[config.mk]
export PLATFORM = sky130hd
export DESIGN_NAME = bq_bubble_repl
export DESIGN_NICKNAME = d
export VERILOG_FILES = /design/src/rtl/bq_pkg.sv /design/src/rtl/bq_rst_sync.sv /design/src/rtl/bq_classify.sv /design/src/rtl/bq_locate.sv /design/src/rtl/bq_reorder.sv /design/src/rtl/bq_bubble_repl.sv
export SDC_FILE = /design/constraint.sdc
export NUM_CORES = 2
export LEC_CHECK = 0
export ABC_AREA = 1
export BUFFER_PORTS_ARGS = -buffer_cell sky130_fd_sc_hd__buf_2
export CAP_MARGIN = 10
export CELL_PAD_IN_SITES_DETAIL_PLACEMENT = 1
export CELL_PAD_IN_SITES_GLOBAL_PLACEMENT = 2
export CORE_MARGIN = 2
export CORE_UTILIZATION = 39
export CTS_CLUSTER_DIAMETER = 60
export DETAILED_ROUTE_END_ITERATION = 8
export GPL_ROUTABILITY_DRIVEN = 0
export MAX_ROUTING_LAYER = met4
export PLACE_DENSITY = 0.86
export SLEW_MARGIN = 20
export SYNTH_ARGS = -nofsm -noshare
export SYNTH_HDL_FRONTEND = slang
export SYNTH_SLANG_ARGS = --single-unit
[constraint.sdc]
create_clock -name clk -period 22.1 [get_ports clk]
set_clock_uncertainty 0.05 [all_clocks]
set_input_delay 0 -clock clk [delete_from_list [all_inputs] [get_ports clk]]
set_output_delay 0 -clock clk [all_outputs]
set_load 0.02 [all_outputs]
[src/rtl/bq_pkg.sv]
package bq_pkg;
  typedef enum logic [1:0] {
    BQ_NOP  = 2'd0,
    BQ_HIT  = 2'd1,
    BQ_FILL = 2'd2,
    BQ_MISS = 2'd3
  } bq_op_e;
endpackage

[src/rtl/bq_rst_sync.sv]
module bq_rst_sync (
  input  logic clk,
  input  logic rst_n,
  output logic srst_n
);
  logic [1:0] sync_q;

  always_ff @(posedge clk or negedge rst_n) begin
    if (!rst_n) sync_q <= 2'b00;
    else        sync_q <= {sync_q[0], 1'b1};
  end

  assign srst_n = sync_q[1];
endmodule

[src/rtl/bq_classify.sv]
module bq_classify
  import bq_pkg::*;
(
  input  logic   acc_valid,
  input  logic   acc_hit,
  input  logic   acc_fill,
  output bq_op_e op
);
  always_comb begin
    if (!acc_valid)    op = BQ_NOP;
    else if (acc_hit)  op = BQ_HIT;
    else if (acc_fill) op = BQ_FILL;
    else               op = BQ_MISS;
  end
endmodule

[src/rtl/bq_locate.sv]
module bq_locate #(
  parameter int NUM_WAYS = 16,
  localparam int WAY_W = $clog2(NUM_WAYS)
) (
  input  logic [NUM_WAYS-1:0][WAY_W-1:0] order,
  input  logic [WAY_W-1:0]               way,
  output logic [WAY_W-1:0]               pos
);
  logic [NUM_WAYS-1:0] match;

  for (genvar p = 0; p < NUM_WAYS; p++) begin : g_cmp
    assign match[p] = (order[p] == way);
  end

  always_comb begin
    pos = '0;
    for (int p = 0; p < NUM_WAYS; p++) begin
      if (match[p]) pos = WAY_W'(p);
    end
  end
endmodule

[src/rtl/bq_reorder.sv]
module bq_reorder
  import bq_pkg::*;
#(
  parameter int NUM_WAYS = 16,
  localparam int WAY_W = $clog2(NUM_WAYS)
) (
  input  bq_op_e                         op,
  input  logic [NUM_WAYS-1:0][WAY_W-1:0] order_cur,
  input  logic                           flag_cur,
  input  logic [WAY_W-1:0]               hit_pos,
  output logic [NUM_WAYS-1:0][WAY_W-1:0] order_nxt,
  output logic                           flag_nxt
);
  logic [NUM_WAYS-1:0][WAY_W-1:0] rotated;
  logic [WAY_W-1:0]               above;

  for (genvar p = 0; p < NUM_WAYS; p++) begin : g_rot
    if (p == NUM_WAYS - 1) begin : g_last
      assign rotated[p] = order_cur[0];
    end else begin : g_mid
      assign rotated[p] = order_cur[p+1];
    end
  end

  assign above = hit_pos - 1'b1;

  always_comb begin
    order_nxt = order_cur;
    flag_nxt  = flag_cur;
    case (op)
      BQ_HIT: begin
        flag_nxt = 1'b1;
        if (hit_pos != '0) begin
          order_nxt[hit_pos] = order_cur[above];
          order_nxt[above]   = order_cur[hit_pos];
        end
      end
      BQ_FILL: begin
        flag_nxt = 1'b0;
        if (!flag_cur) order_nxt = rotated;
      end
      BQ_MISS: flag_nxt = 1'b0;
      default: ;
    endcase
  end
endmodule

[src/rtl/bq_bubble_repl.sv]
module bq_bubble_repl
  import bq_pkg::*;
#(
  parameter int NUM_SETS = 8,
  parameter int NUM_WAYS = 16,
  localparam int SET_W = $clog2(NUM_SETS),
  localparam int WAY_W = $clog2(NUM_WAYS)
) (
  input  logic             clk,
  input  logic             rst_n,
  input  logic             acc_valid,
  input  logic [SET_W-1:0] acc_set,
  input  logic             acc_hit,
  input  logic [WAY_W-1:0] acc_way,
  input  logic             acc_fill,
  input  logic [SET_W-1:0] rd_set,
  input  logic [WAY_W-1:0] rd_pos,
  output logic [WAY_W-1:0] rd_way,
  output logic             rd_flag,
  output logic [WAY_W-1:0] rd_victim
);
  logic                           srst_n;
  bq_op_e                         op;
  logic [NUM_WAYS-1:0][WAY_W-1:0] order_q [NUM_SETS];
  logic [NUM_SETS-1:0]            flag_q;
  logic [NUM_WAYS-1:0][WAY_W-1:0] order_cur, order_nxt;
  logic                           flag_cur, flag_nxt;
  logic [WAY_W-1:0]               hit_pos;
  logic                           upd_en;

  bq_rst_sync u_rst (.clk(clk), .rst_n(rst_n), .srst_n(srst_n));

  bq_classify u_cls (
    .acc_valid(acc_valid), .acc_hit(acc_hit), .acc_fill(acc_fill), .op(op)
  );

  assign order_cur = order_q[acc_set];
  assign flag_cur  = flag_q[acc_set];

  bq_locate #(.NUM_WAYS(NUM_WAYS)) u_loc (
    .order(order_cur), .way(acc_way), .pos(hit_pos)
  );

  bq_reorder #(.NUM_WAYS(NUM_WAYS)) u_reo (
    .op(op), .order_cur(order_cur), .flag_cur(flag_cur), .hit_pos(hit_pos),
    .order_nxt(order_nxt), .flag_nxt(flag_nxt)
  );

  assign upd_en = (op != BQ_NOP);

  always_ff @(posedge clk or negedge srst_n) begin
    if (!srst_n) begin
      for (int s = 0; s < NUM_SETS; s++) begin
        for (int p = 0; p < NUM_WAYS; p++) begin
          order_q[s][p] <= WAY_W'(p);
        end
      end
      flag_q <= '0;
    end else if (upd_en) begin
      order_q[acc_set]  <= order_nxt;
      flag_q[acc_set]   <= flag_nxt;
    end
  end

  assign rd_way    = order_q[rd_set][rd_pos];
  assign rd_flag   = flag_q[rd_set];
  assign rd_victim = flag_q[rd_set] ? order_q[rd_set][NUM_WAYS-1]
                                    : order_q[rd_set][0];
endmodule

**After elaboration in Yosys (flattened, before gate mapping)**

Cells that the tools add are included.

- Register bits: 522
- Bits in latches: 0
- Memory bits (writable): 0
- ROM bits: 0
- Input bits: 19
- Output and inout bits: 9
- Word-level logic and storage cells: 220
- Memories: 0

- Add/subtract/negate cells: 1
- $mul: 0
- Divide/modulo/power cells: 0
- $lt $le $gt $ge: 11
- Eq/ne operators: 18
- Shift-type cells: 0
- Muxes and demuxes: 51
- Bitwise logic cells: 2
- Reduce and logical (&&, ||, !) cells: 7

Operator list:

| cell | number |
|---|---|
| $bwmux 512 | 1 |
| $mux 64 | 7 |
| $bmux 64 s3 | 2 |
| $demux 64 s3 | 1 |
| $bwmux 64 | 2 |
| $pmux 64 s2 | 1 |
| $eq 4x4->1 | 15 |
| $mux 4 | 14 |
| $bmux 4 s4 | 3 |
| $demux 4 s4 | 2 |
| $lt 4x5->1 const B | 3 |
| $mux 3 | 4 |
| $bwmux 8 | 1 |
| $ge 4x1->1 const B | 2 |
| $ge 4x4->1 const B | 2 |
| $lt 3x4->1 const B | 2 |
| $mux 2 | 4 |
| $not 3->4 | 2 |
| $bmux 1 s3 | 2 |
| $mux 1 | 5 |
| $eq 2x2->1 const B | 2 |
| $logic_and 1x1->1 | 4 |
| $lt 4x1->1 const B | 1 |
| $reduce_bool 4->1 | 1 |
| other kinds (7) | 7 |

**Logic depth before layout (Yosys ltp)**

- Word-level depth: 29
- Gate-level depth with buffers: 45
- Mapped depth without buffers: 38

**By module**

From an unflattened synthesis, not the netlist that was laid out.

- Cells, all modules: 5,062
- Area total of the unflattened synthesis: 34,352.9 um^2

By module, submodules not included:

| module | instances | cells each | area an instance (um^2) | sequential area each (um^2) |
|---|---|---|---|---|
| bq_bubble_repl | 1 | 3,560 | 27,233.6 | 13,332.8 |
| bq_reorder | 1 | 1,361 | 6,109.6 | 0.0 |
| bq_locate | 1 | 134 | 935.9 | 0.0 |
| bq_rst_sync | 1 | 3 | 53.8 | 50.0 |
| bq_classify | 1 | 4 | 20.0 | 0.0 |

**Worst setup path after synthesis**

No wires, ideal clock.

- Path kind: flip-flop to flip-flop
- Start point: reg order_q[215] in the netlist's numbering
- End point: reg order_q[149] in the netlist's numbering
- Setup time: 117 ps
- Arrival time: 4,066 ps
- Data required time: 21,933 ps
- Path slack: 17,867 ps
- Stages on the path, launching flop included: 38
- Path buffers: 6
- Clock period less this slack: 4,233 ps
- Cell sequence: dfrtp_1 > or2_2 > o211ai_1 > nand2_1 > or2_1 > clkbuf_1 > xor2_1 > nor2_1 > nand2_1 > nand2_1 > nand2_1 > nand2_1 > nand2_1 > nand2_1 > nand2_1 > nand2_1 > nand2_1 > nand2_1 > (+2 left out) > buf_6 > buf_6 > ha_1 > clkbuf_1 > inv_1 > clkbuf_1 > nand3_1 > nand2_1 > nand2_1 > nand2_1 > clkbuf_2 > o21ai_1 > nand2_1 > nand2_1 > nand2_1 > nand2_2 > nand2_1 > nand2_1

- Longest elaborated chain between the ends: 24
- Elaborated cells on any way between the ends: 36
- Classes of those cells: add/sub (1); order compare (4); eq/ne (1); mux (27); reduce/logical (3)

Ends and longest elaborated chain:

| element | line | text |
|---|---|---|
| start: declaration | bq_bubble_repl.sv:24 | `logic [NUM_WAYS-1:0][WAY_W-1:0] order_q [NUM_SETS];` |
| start signal: indexed assignment | bq_bubble_repl.sv:55 | `order_q[s][p] <= WAY_W'(p);` |
| start signal: indexed assignment | bq_bubble_repl.sv:60 | `order_q[acc_set] <= order_nxt;` |
| $bmux 64 s3 (*) | bq_bubble_repl.sv:37 | `assign order_cur = order_q[acc_set];` |
| $mux 64 (implied by the code) (*) (2 in a row) | bq_bubble_repl.sv:37 |  |
| $eq 4x4->1 (*) | bq_locate.sv:12 | `assign match[p] = (order[p] == way);` |
| $mux 3 (*) (3 in a row) | bq_locate.sv:18 | `if (match[p]) pos = WAY_W'(p);` |
| $mux 4 (*) (8 in a row) | bq_locate.sv:18 |  |
| $sub 4x1->4 (tied with other cells) | bq_reorder.sv:25 | `assign above = hit_pos - 1'b1;` |
| $lt 4x5->1 (implied by the code) (tied with other cells) | bq_reorder.sv:35 | `order_nxt[above] = order_cur[hit_pos];` |
| $logic_and 1x1->1 (implied by the code) / $mux 4 (equally long branches) | bq_reorder.sv:35, bq_reorder.sv:34 |  |
| $mux 4 (implied by the code) / $demux 4 s4 (equally long branches) | - |  |
| $demux 4 s4 / $bwmux 64 (equally long branches) | - |  |
| $bwmux 64 | bq_reorder.sv:35 |  |
| $mux 64 (*) | bq_reorder.sv:33 | `if (hit_pos != '0) begin` |
| $pmux 64 s2 (*) | bq_reorder.sv:30 | `case (op)` |
| $bwmux 512 (*) | bq_bubble_repl.sv:60 |  |

Every way passes the cells marked *; elsewhere a longest branch is shown, timed or not. The select of a mux whose other input is x is not followed.
A chain may end at the register's enable or synchronous reset.

**Worst setup path after layout**

- Start point: in acc_set[0]
- End point: reg order_q[183] in the netlist's numbering

- Longest elaborated chain between the ends: 29
- Elaborated cells on any way between the ends: 63
- Classes of those cells: add/sub (1); order compare (6); eq/ne (15); mux (36); bitwise (1); reduce/logical (4)

Ends and longest elaborated chain:

| element | line | text |
|---|---|---|
| start: declaration | bq_bubble_repl.sv:12 | `input logic [SET_W-1:0] acc_set,` |
| $not 3->4 (implied by the code) | bq_bubble_repl.sv:37, bq_bubble_repl.sv:60 |  |
| $bmux 64 s3 | bq_bubble_repl.sv:37 |  |
| $mux 64 (implied by the code) (2 in a row) | bq_bubble_repl.sv:37 |  |
| $eq 4x4->1 | bq_locate.sv:12 |  |
| $mux 1 | bq_locate.sv:18 |  |
| $mux 2 (2 in a row) | bq_locate.sv:18 |  |
| $mux 3 (4 in a row) | bq_locate.sv:18 |  |
| $mux 4 (8 in a row) | bq_locate.sv:18 |  |
| $sub 4x1->4 (tied with other cells) | bq_reorder.sv:25 |  |
| $lt 4x5->1 (implied by the code) (tied with other cells) | bq_reorder.sv:35 |  |
| $logic_and 1x1->1 (implied by the code) / $mux 4 (equally long branches) | bq_reorder.sv:35, bq_reorder.sv:34 |  |
| $mux 4 (implied by the code) / $demux 4 s4 (equally long branches) | - |  |
| $demux 4 s4 / $bwmux 64 (equally long branches) | - |  |
| $bwmux 64 | bq_reorder.sv:35 |  |
| $mux 64 | bq_reorder.sv:33 |  |
| $pmux 64 s2 | bq_reorder.sv:30 |  |
| $bwmux 512 (*) | bq_bubble_repl.sv:60 |  |

Marks and branches as above.

==> metrics <==
Die Wd between 300 and 400 um; Crit Path Class input port to register; # rows 111; top-level I/O count 28; synth cell count leaders nand2_1 (2175), o21ai_0 (621), nor2_1 (545); vias in the first global route roughly 39000; status finished, final reports clean; Total GRT Usage 0.378; Avg Cell Area, Syn 6.42 sq um; dpl hpwl 107000 um; clk slew on worst S/H paths about 60 ps; LEAKAGE 18.8 nW; post-cts repair resize count 0; Primary FF master, synth dfrtp_1; initial antenna violation count 6; mean routed wirelength per cell between 20 and 30 um; Syn. warnings 0; fin crit share 0.396; GR Overflow Total 0; final setup fails 0; cell area after layout around 40000 sq um; die area 94300 sq um; first-pass GRT wire length roughly 260000 um; Reg area approximately 13000 sq um; largest cells by area after synthesis nand2_1 (23%), dfstp_2 (19%), dfrtp_1 (19%); grt met3 use 0.0562; Area after DPL around 36000 sq um; final hold vios 0; GRT met1 Usage 0.502; most common cell in the netlist nand2_1; htree depth 3; Filler Cell Count roughly 12000; Reg2Reg Depth 38; Synth top area share 0.228; cell taking the most area after synthesis nand2_1; Worst setup EP type register; max frequency 0.114 GHz; crit-path max FO between 80 and 90; worst reg2reg setup slack ~15000 ps; cell internal pwr 0.00304 W; Layout area overhead 8.67%; register area share after synthesis 0.373; maximum vdd ir drop 0.0913 mV; reg-to-reg startpoint order_q[332]$_DFFE_PN1P_; 1st-iter DRT viols 4399; Max stage delay on crit path approximately 870 ps; CP max stage cell ha_1; Max Slew Vio Count 0; fraction of registers with async set/reset 1.00; number of buffers created by CTS 75; total power draw 0.00598 W; P_sw 0.00294 W; final setup TNS 0 ps; via count around 40000; number of synthesized flops with an enable pin 0; worst r2r dst order_q[183]$_DFFE_PN1P_; clk sinks 522; Critical Path Source Type input port; Reg power frac 0.306; TritonCTS clock tree built; Multi-input gate area 19200 sq um; worst min path class input port to asynchronous set/reset pin; largest net degree at the start of global routing 135; clock network power share 0.216; routed wire length 176000 um; Initial Util 0.392; Mapped Cells approximately 5600; vias per cell roughly 6; Req. time, crit path 22630 ps; Critical Path AT 9270 ps; power per standard cell area 154 nW/um^2; flops & latches, synth 522; met2 usage in global routing 0.578; ANT nets after route 0; min Tclk post-route 8740 ps; Max-Cap Viols 0; clock root buffer clkbuf_16; Initial DRT Pass Iterations 8; unrepaired setup endpoints after global routing no; Die Ht 307 um; worst rel slew slack 0.251; core area 91400 sq um; Mapped Area 35800 sq um; CTS max path bufs 3; Most Frequent Cell on Critical Path nand2_1; Top Usage Layer GRT met2; DR DRC count 0; clock latency on the worst-skew pair around 660 ps; library cells used by synthesis 58; Syn Nets 5605; slew at the pin with the worst max-slew slack 1120 ps; PortBufs 27; share of cells above drive strength 1 0.123; Sw Share 0.492; final net count 5409; Gate power share 0.479
[worst max-delay path, delay by kind of cell]
family,cells,cell delay (ps)
AOI/OAI and AO/OA,1,440
xor gates and xnor gates,1,180
adders and majority gates,1,870
buffers and inverters,8,4250
and+or+nand+nor,27,3370
[worst max path at each step]
stage	startpoint	to	cells past startpoint
after floorplan	u_rst.sync_q[1]$_DFF_PN0_	flag_q[0]$_DFFE_PN0P_	0
final	acc_set[0]	order_q[183]$_DFFE_PN1P_	38
after global routing	acc_set[0]	order_q[319]$_DFFE_PN1P_	38
after CTS	acc_set[0]	order_q[183]$_DFFE_PN1P_	38
after global placement	acc_set[0]	order_q[191]$_DFFE_PN1P_	38
after detailed placement	acc_set[0]	order_q[183]$_DFFE_PN1P_	38
[per-stage QoR]
stage,hold WS [ps],cells,setup slack (ps),utilization
2_1_floorplan,-346,5579,6870,-
5_1_grt,150,6633,13030,0.426
6_report,144,6635,13360,0.426
3_3_place_gp,-264,6490,13480,0.397
3_5_place_dp,-265,6490,13220,0.397
4_1_cts,116,6630,13830,0.426
[cells by family after synthesis]
kind of cell             share of synthesized area
AO/OA/AOI/OAI                                0.176
XOR/XNOR                                   0.00950
adder cells (fa/ha/maj)                    0.00244
buffers and inverters                       0.0931
flip-flops                                   0.373
other                                     0.000105
AND/OR/NAND/NOR                              0.345
[layout make-up]
class                   count  area share
well taps                1186      0.0381
diodes                      5    0.000321
multi-input cells        4299       0.493
inverters                 377      0.0371
clock buffers             108      0.0561
repair buffers            108      0.0206
clock inverters            30      0.0107
flip-flops and latches    522       0.344
[sequential cells by signal (all words and copies together) (netlist names)]
signal        cells
order_q         512
u_rst.sync_q      2
flag_q            8
[layout by cell type, fill, tap and decap left out, types with 4 or more instances in the layout]
master	synthesis	final
a211oi_1	4	4
a21oi_1	201	201
a31oi_1	6	6
buf_2	92	23
buf_4	28	78
bufinv_16	0	9
clkbuf_1	202	19
clkbuf_16	0	79
clkbuf_8	0	11
clkinv_1	16	15
clkinv_2	0	17
clkinv_4	0	5
dfrtp_1	266	265
dfstp_2	256	256
diode_2	0	5
ha_1	7	7
inv_1	332	322
inv_2	26	27
inv_6	1	5
nand2_1	2175	2175
nand2_2	58	58
nand3_1	211	211
nand4_1	6	6
nor2_1	545	537
nor2_2	36	34
nor2_4	13	23
nor3_1	5	5
o211ai_1	49	49
o21ai_0	621	621
o21ai_1	94	93
o21ai_2	4	4
o221ai_1	25	25
o22ai_1	144	144
or2_1	6	6
or2_2	12	12
xor2_1	37	37
[power groups by stage]
stage / Sequential (W) / Combinational (W) / Clock, W
floorplan: 0.00172 / 0.00197 / 0
global placement: 0.00181 / 0.00270 / 0
detailed placement: 0.00182 / 0.00277 / 0
CTS: 0.00181 / 0.00278 / 0.00130
global route: 0.00187 / 0.00312 / 0.00134
finish: 0.00183 / 0.00287 / 0.00129
[per-layer routing]
| metal | part of all wire | vias up |
|---|---|---|
| met5 | 0 | - |
| met3 | 0.082 | 440 |
| li1 | - | 17500 |
| met2 | 0.45 | 1967 |
| met1 | 0.43 | 20000 |
| met4 | 0.045 | 0 |
[what timing repair did]
action | CTS | global route
endpoints found under the hold margin | 2 | 0
buffers inserted | 0 | 0
hold buffers | 2 | 0
Note: power is estimated with default switching activity, not from simulation.
